[src/rtl/dbgarb_pkg.sv]
package dbgarb_pkg;

    typedef enum logic [2:0] {
        ST_IDLE   = 3'd0,
        ST_STALL  = 3'd1,
        ST_DRAIN  = 3'd2,
        ST_CYCLE  = 3'd3,
        ST_RETURN = 3'd4
    } arb_state_t;

    localparam int DEF_ADDR_W = 32;
    localparam int DEF_DATA_W = 32;

    function automatic logic holds_stall(input arb_state_t s);
        return (s != ST_IDLE);
    endfunction

    function automatic logic owns_bus(input arb_state_t s);
        return (s == ST_CYCLE);
    endfunction

endpackage

[src/rtl/dbgarb_capture.sv]
module dbgarb_capture
    import dbgarb_pkg::*;
#(
    parameter int ADDR_W = DEF_ADDR_W,
    parameter int DATA_W = DEF_DATA_W
) (
    input  logic              clk,
    input  logic              rst,
    input  logic              take,
    input  logic              in_write,
    input  logic [ADDR_W-1:0] in_addr,
    input  logic [DATA_W-1:0] in_wdata,
    output logic              cap_write,
    output logic [ADDR_W-1:0] cap_addr,
    output logic [DATA_W-1:0] cap_wdata
);

    always_ff @(posedge clk) begin
        if (rst) begin
            cap_write <= 1'b0;
            cap_addr  <= '0;
            cap_wdata <= '0;
        end else if (take) begin
            cap_write <= in_write;
            cap_addr  <= in_addr;
            cap_wdata <= in_wdata;
        end
    end

endmodule

[src/rtl/dbgarb_seq.sv]
module dbgarb_seq
    import dbgarb_pkg::*;
(
    input  logic       clk,
    input  logic       rst,
    input  logic       mem_start,
    input  logic       core_busy,
    input  logic       ack,
    output arb_state_t state
);

    arb_state_t nxt;

    always_comb begin
        nxt = state;
        unique case (state)
            ST_IDLE:   if (mem_start) nxt = ST_STALL;
            ST_STALL:  nxt = ST_DRAIN;
            ST_DRAIN:  if (!core_busy) nxt = ST_CYCLE;
            ST_CYCLE:  if (ack) nxt = ST_RETURN;
            ST_RETURN: nxt = ST_IDLE;
            default:   nxt = ST_IDLE;
        endcase
    end

    always_ff @(posedge clk) begin
        if (rst) state <= ST_IDLE;
        else     state <= nxt;
    end

    AST_DRAIN_GATE: assert property (@(posedge clk) disable iff (rst)
        (state == ST_DRAIN && core_busy) |=> (state == ST_DRAIN));

    AST_ACK_ENDS: assert property (@(posedge clk) disable iff (rst)
        (state == ST_CYCLE && ack) |=> (state == ST_RETURN));

endmodule

[src/rtl/dbgarb_reject.sv]
module dbgarb_reject (
    input  logic clk,
    input  logic rst,
    input  logic fire,
    input  logic halted,
    output logic pulse,
    output logic err
);

    always_ff @(posedge clk) begin
        if (rst) begin
            pulse <= 1'b0;
            err   <= 1'b0;
        end else begin
            pulse <= fire;
            err   <= fire & ~halted;
        end
    end

    AST_ERR_ONLY_ON_PULSE: assert property (@(posedge clk) disable iff (rst)
        err |-> pulse);

endmodule

[src/rtl/dbg_bus_arbiter.sv]
module dbg_bus_arbiter
    import dbgarb_pkg::*;
#(
    parameter int ADDR_W = DEF_ADDR_W,
    parameter int DATA_W = DEF_DATA_W
) (
    input  logic              clk,
    input  logic              rst,
    input  logic              dbg_req,
    input  logic              dbg_is_reg,
    input  logic              dbg_write,
    input  logic [ADDR_W-1:0] dbg_addr,
    input  logic [DATA_W-1:0] dbg_wdata,
    output logic              dbg_done,
    output logic              dbg_err,
    output logic              dbg_grant,
    output logic [DATA_W-1:0] dbg_rdata,
    input  logic              core_halted,
    input  logic              core_bus_busy,
    output logic              core_fetch_stall,
    output logic              bus_valid,
    output logic              bus_write,
    output logic [ADDR_W-1:0] bus_addr,
    output logic [DATA_W-1:0] bus_wdata,
    input  logic              bus_ack,
    input  logic [DATA_W-1:0] bus_rdata
);

    arb_state_t state;
    logic       rej_pulse;
    logic       rej_err;
    logic       idle_ok;
    logic       mem_start;
    logic       reg_start;
    logic       ack_hit;

    assign idle_ok   = (state == ST_IDLE) && !rej_pulse;
    assign mem_start = idle_ok && dbg_req && !dbg_is_reg;
    assign reg_start = idle_ok && dbg_req && dbg_is_reg;

    dbgarb_seq u_seq (
        .clk       (clk),
        .rst       (rst),
        .mem_start (mem_start),
        .core_busy (core_bus_busy),
        .ack       (bus_ack),
        .state     (state)
    );

    dbgarb_capture #(.ADDR_W(ADDR_W), .DATA_W(DATA_W)) u_cap (
        .clk       (clk),
        .rst       (rst),
        .take      (mem_start),
        .in_write  (dbg_write),
        .in_addr   (dbg_addr),
        .in_wdata  (dbg_wdata),
        .cap_write (bus_write),
        .cap_addr  (bus_addr),
        .cap_wdata (bus_wdata)
    );

    dbgarb_reject u_rej (
        .clk    (clk),
        .rst    (rst),
        .fire   (reg_start),
        .halted (core_halted),
        .pulse  (rej_pulse),
        .err    (rej_err)
    );

    assign core_fetch_stall = holds_stall(state);
    assign bus_valid        = owns_bus(state);
    assign dbg_grant        = owns_bus(state);
    assign ack_hit          = bus_valid && bus_ack;
    assign dbg_done         = (state == ST_RETURN) || rej_pulse;
    assign dbg_err          = rej_err;

    always_ff @(posedge clk) begin
        if (rst)          dbg_rdata <= '0;
        else if (ack_hit) dbg_rdata <= bus_rdata;
    end

    AST_STRB_AFTER_DRAIN: assert property (@(posedge clk) disable iff (rst)
        $rose(bus_valid) |-> (core_fetch_stall && !$past(core_bus_busy)));

    AST_BUS_STABLE: assert property (@(posedge clk) disable iff (rst)
        (bus_valid && $past(bus_valid)) |->
            ($stable(bus_addr) && $stable(bus_wdata) && $stable(bus_write)));

    AST_RDATA_LATCH: assert property (@(posedge clk) disable iff (rst)
        ack_hit |=> (dbg_rdata == $past(bus_rdata)));

    AST_DONE_AFTER_ACK: assert property (@(posedge clk) disable iff (rst)
        ack_hit |=> (dbg_done && !dbg_err && !bus_valid));

    AST_DONE_SINGLE: assert property (@(posedge clk) disable iff (rst)
        dbg_done |=> !dbg_done);

    AST_STALL_TO_DONE: assert property (@(posedge clk) disable iff (rst)
        $fell(core_fetch_stall) |-> $past(dbg_done));

    AST_REFUSE_QUIET: assert property (@(posedge clk) disable iff (rst)
        dbg_err |-> (dbg_done && !core_fetch_stall && !bus_valid));

endmodule

[config.mk]
export PLATFORM = sky130hd
export DESIGN_NAME = dbg_bus_arbiter
export DESIGN_NICKNAME = d
export VERILOG_FILES = /design/src/rtl/dbgarb_pkg.sv /design/src/rtl/dbgarb_capture.sv /design/src/rtl/dbgarb_seq.sv /design/src/rtl/dbgarb_reject.sv /design/src/rtl/dbg_bus_arbiter.sv
export SDC_FILE = /design/constraint.sdc
export NUM_CORES = 1
export LEC_CHECK = 0
export ABC_AREA = 0
export BUFFER_PORTS_ARGS = -buffer_cell sky130_fd_sc_hd__buf_4
export CAP_MARGIN = 20
export CORE_ASPECT_RATIO = 0.75
export CORE_MARGIN = 5
export CORE_UTILIZATION = 42
export CTS_CLUSTER_DIAMETER = 80
export DETAILED_ROUTE_END_ITERATION = 12
export HOLD_SLACK_MARGIN = 0.08
export PLACE_DENSITY = 0.77
export SETUP_SLACK_MARGIN = 0.4
export SLEW_MARGIN = 20
export SYNTH_ARGS = -nofsm -noshare
export SYNTH_HDL_FRONTEND = slang
export SYNTH_SLANG_ARGS = --single-unit
[constraint.sdc]
create_clock -name clk -period 1.49 [get_ports clk]
set_clock_uncertainty 0.1 [all_clocks]
set_input_delay 0.298 -clock clk [delete_from_list [all_inputs] [get_ports clk]]
set_output_delay 0.298 -clock clk [all_outputs]
set_load 0.02 [all_outputs]
Yosys cells after proc, flatten, opt, wreduce, memory -nomap -nowiden. Index checks and enable logic that the tools add are counted.

Bits in registers: 102. Bits of input ports: 104. Word-level logic and storage cells: 31.

Equality and inequality tests: 7. Muxes and demuxes: 4. Bitwise logic cells: 2. Reductions and logical operators: 11.

Operators by type and width (number): 3-bit case mux with 4 select lines (1); 3-bit 2-to-1 mux (3); 3-bit by 2-bit == test with 1-bit output, second input constant (2); 1-bit logical AND (5); 2-bit inequality test, second input constant (2); 3-bit by 1-bit == test with 1-bit output, second input constant (1); 3-bit == test, second input constant (1); 3-bit logical NOT (1); 3-bit AND reduction (1); 3-bit nonzero test (1); 1-bit logical NOT (2); 2-bit by 1-bit inequality test with 1-bit output, second input constant (1); 1-bit bitwise AND (1); 1-bit logical OR (1); 1-bit NOT (1).

Depth between registers and ports, before layout.
Word-level depth: 6. Gate-level depth with buffers: 5. Mapped depth without buffers: 3.

Hierarchy. A second synthesis with hierarchy kept.

Cells, all modules: 375. Area total of the unflattened synthesis: 4010.1 sq um.

By module, submodules not included: dbgarb_capture (times used 1, cells each 209, area each 2342.2 sq um); dbg_bus_arbiter (times used 1, cells each 150, area each 1495.2 sq um); dbgarb_seq (times used 1, cells each 12, area each 113.9 sq um); dbgarb_reject (times used 1, cells each 4, area each 58.8 sq um).

Worst setup path before layout. OpenSTA, ideal clock, no wires.

Path type: reg-to-reg. Start: register u_seq.state[2]. End: register u_cap.cap_addr[12]. Setup time: 0.072 ns. Arrival time: 1.407 ns. Path slack: -0.088 ns. Stages on the path, launching flop included: 6. Buffers on the path: 2. Path through: dfxtp_1 or3_4 nor2b_4 buf_8 buf_12 mux2i_1.

Cells in the longest elaborated chain, start to end: 4.

RTL lines: start, declared (RTL line dbgarb_seq.sv:9) `output arb_state_t state`; start signal, assigned (RTL line dbgarb_seq.sv:28) `else state <= nxt;`; 3-bit logical NOT (RTL line dbg_bus_arbiter.sv:37) `assign idle_ok = (state == ST_IDLE) && !rej_pulse;`; 1-bit logical AND (RTL line dbg_bus_arbiter.sv:37); 1-bit logical AND (2 in series) (RTL line dbg_bus_arbiter.sv:38) `assign mem_start = idle_ok && dbg_req && !dbg_is_reg;`; end signal, assigned (RTL line dbgarb_capture.sv:25) `cap_addr <= in_addr;`; end, declared (RTL line dbgarb_capture.sv:14) `output logic [ADDR_W-1:0] cap_addr,`.

No other way between the ends. A chain may end at the register's enable or synchronous reset.

Final worst setup path.
Start: register u_seq.state[1]. End: register u_cap.cap_wdata[9].

Cells in the longest elaborated chain, start to end: 4.

RTL lines: 3-bit logical NOT (RTL line dbg_bus_arbiter.sv:37); 1-bit logical AND (RTL line dbg_bus_arbiter.sv:37); 1-bit logical AND (2 in series) (RTL line dbg_bus_arbiter.sv:38); end signal, assigned (RTL line dbgarb_capture.sv:26) `cap_wdata <= in_wdata;`; end, declared (RTL line dbgarb_capture.sv:15) `output logic [DATA_W-1:0] cap_wdata`.

No other way between the ends.

==> results.sh <==
export IMPL_wl_um=18800
export IMPL_dr_pass1_iters=4
export IMPL_start_util=0.436
export IMPL_synth_edf_count=0
export IMPL_numPortBuffers=205
export IMPL_ir_drop_v=0.000726
export IMPL_slew_headroom=0.733
export IMPL_yosys_area_share_simple=0.270
export IMPL_dr_max_layer_used="met4"
export IMPL_clock_path_buffers=2
export IMPL_fin_cells=868
export IMPL_fmax_ghz=0.558
export IMPL_ant_nets=0
export IMPL_grt_max_degree=114
export IMPL_grt_pass1_wl_um=24000
export IMPL_synth_top_area_share=0.479
export IMPL_ys_flop_type="dfxtp_1"
export IMPL_vias=4445
export IMPL_die_h_um=97.3
export IMPL_cp_start_kind="register"
export IMPL_worstSetupPathType="register to register"
export IMPL_cts_tree="built"
export IMPL_synthCells=444
export IMPL_drive_above_1_share=0.720
export IMPL_ys_seq_area_frac=0.479
export IMPL_cts_buffers=9
export IMPL_synth_xor_area_share=0
export IMPL_required_ns=1.63
export IMPL_grt_use_total=0.245
export IMPL_fin_crit_sh=1.20
export IMPL_cp_max_fo=9
export IMPL_fp_row_count=31
export IMPL_tightest_slew_ns=0.401
export IMPL_coreArea_sq_um=9770
export IMPL_cp_end_kind="register"
export IMPL_finalSetupViolCount=103
export IMPL_gp_congestion=0.759
export IMPL_dieArea_sq_um=12300
export IMPL_antennaDiodeCount=0
export IMPL_dp_cells=761
export IMPL_grt_ovfl_total=0
export IMPL_max_cap_violations=0
export IMPL_yosys_cell_types_count=25
export IMPL_synth_seq_cells=102
export IMPL_synth_top_cell_by_area="dfxtp_1"
export IMPL_p_leak_nw=3.70
export IMPL_wl_met3_um=1360
export IMPL_rsz0062_at_grt="yes"
export IMPL_violations="setup timing"
export IMPL_slew_violations=0
export IMPL_synth_top_family_by_area="simple AND/OR/NAND/NOR gates"
export IMPL_synth_adder_area_share=0
export IMPL_synthesis_area_sq_um=4260
export IMPL_area_growth_pct=97.2
export IMPL_antenna_found_initial=0
export IMPL_htreeDepth=3
export IMPL_met1Wirelength_um=6840
export IMPL_dr_wl_met2_um=9710
export IMPL_dpl_hpwl_um=8330
export IMPL_avgSynthCellArea_sq_um=9.60
export IMPL_vias_per_cell=5.12
export IMPL_dp_slack_ns=-0.215
export IMPL_nets=835
export IMPL_path_clk_slew_ns=0.07
export IMPL_clk_latency_ns=0.34
export IMPL_wire_per_inst_um=21.7
export IMPL_fin_crit_ns=1.79
export IMPL_cts_sinks=102
export IMPL_io_pins=206
export IMPL_grt_pass1_vias=4504
export IMPL_clock_root_buffer="clkbuf_16"
export IMPL_synthTopCellsByArea="dfxtp_1, nand2b_1, mux2i_1, nand2_1, a21oi_1"
export IMPL_synth_async_reset_ratio=0
export IMPL_fp_dieW_um=126
export IMPL_synthesis_nets=548
export IMPL_hold_viol_final=0
export IMPL_fin_ws_ns=-0.303
export IMPL_ys_warn_count=0
export IMPL_drc=0
export IMPL_arrival_ns=1.93
export IMPL_hold_path_class="input port to register"
export IMPL_status="finished, violations left"
export IMPL_power_density_nw_per_um2=825
export IMPL_drtIter0Drc=267
export IMPL_synthMuxAreaShare=0.153
export IMPL_synth_compound_area_frac=0.0446
[metal layers]
metal / global-route usage / vias to the layer above
met5: 0 / -
met4: 0.132 / 0
met3: 0.0846 / 65
met2: 0.431 / 235
met1: 0.255 / 2119
li1: - / 2026
[final cells by class]
cell class	instances	area (sq um)
repair buffers	309	3130
fillers	448	1370
well taps	132	165
clock inverters	7	78.8
flip-flops and latches	102	2180
multi-input cells	309	2630
clock buffers	9	225
[placed cells by master (no fill, tap or decap), drive strengths merged, types with 2 or more instances in the layout]
master       instances
buf                303
nand2b             130
dfxtp              102
mux2i               65
nand2               65
a21oi               32
clkbuf              13
inv                  4
nor2                 4
dlygate4sd3          2
clkinv               2
[cell usage after synthesis, types with 2 or more instances]
library cell  instances
buf_12                5
buf_1                 3
buf_2                 3
nor2_1                4
buf_4                 2
a21oi_1              32
dfxtp_1             102
nand2_1              65
nand2b_1            130
clkbuf_1             19
mux2i_1              65
[power by group]
part	internal, mW	switching, mW
sequential	2.86	0.100
combinational	0.863	0.669
clock	1.33	1.12
[per-stage QoR]
step,hold WS (ns),total power [mW],TNS (ns),area [sq um],utilization
final,0.0775,6.94,-20.40,8410,0.860
after global routing,0.0745,7.13,-26.87,8410,0.860
after CTS,0.0537,6.69,-15.13,7610,0.779
after detailed placement,0.344,4.00,-11.17,5920,0.605
after global placement,0.339,3.97,-6.24,5920,0.605
after floorplan,0.277,3.53,-2.69,4340,-
[path summary, 6_finish.rpt]
check / start / to / slack, ns / cells past startpoint
worst min register to register: dbg_rdata[25]$_SDFFE_PP0P_ / dbg_rdata[25]$_SDFFE_PP0P_ / 0.36 / 2
worst min-delay path: bus_ack / u_seq.state[0]$_SDFFE_PP0P_ / 0.08 / 2
worst max-delay path: u_seq.state[1]$_SDFFE_PP0P_ / u_cap.cap_wdata[9]$_SDFFE_PP0P_ / -0.30 / 6
worst max register to register: u_seq.state[1]$_SDFFE_PP0P_ / u_cap.cap_wdata[9]$_SDFFE_PP0P_ / -0.30 / 6
[critical path, stage by stage (launching register included)]
cell,delay [ns]
dfxtp_2,0.33
or3_4,0.40
buf_6,0.13
nor2b_4,0.13
buf_12,0.18
clkbuf_16,0.17
mux2i_1,0.25
[registers in the layout (all words and copies together), names as in the netlist]
register and flops:
dbg_rdata 32, u_cap.cap_addr 32, u_cap.cap_wdata 32, u_seq.state 3
u_cap.cap_write 1, u_rej.err 1, u_rej.pulse 1
[timing repair]
item,CTS,global route
pin swaps,37,28
gates cloned,8,5
endpoints found under the setup margin,202,204
setup buffers,37,39
endpoints found under the hold margin,2,2
gates resized for setup,305,92
hold buffers,1,1
[cell families after synthesis]
family | count (synthesis)
AO/OA/AOI/OAI | 36
AND/OR/NAND/NOR | 208
buffers and inverters | 33
flip-flops | 102
multiplexers | 65
Power figures use the tool's default switching activity.
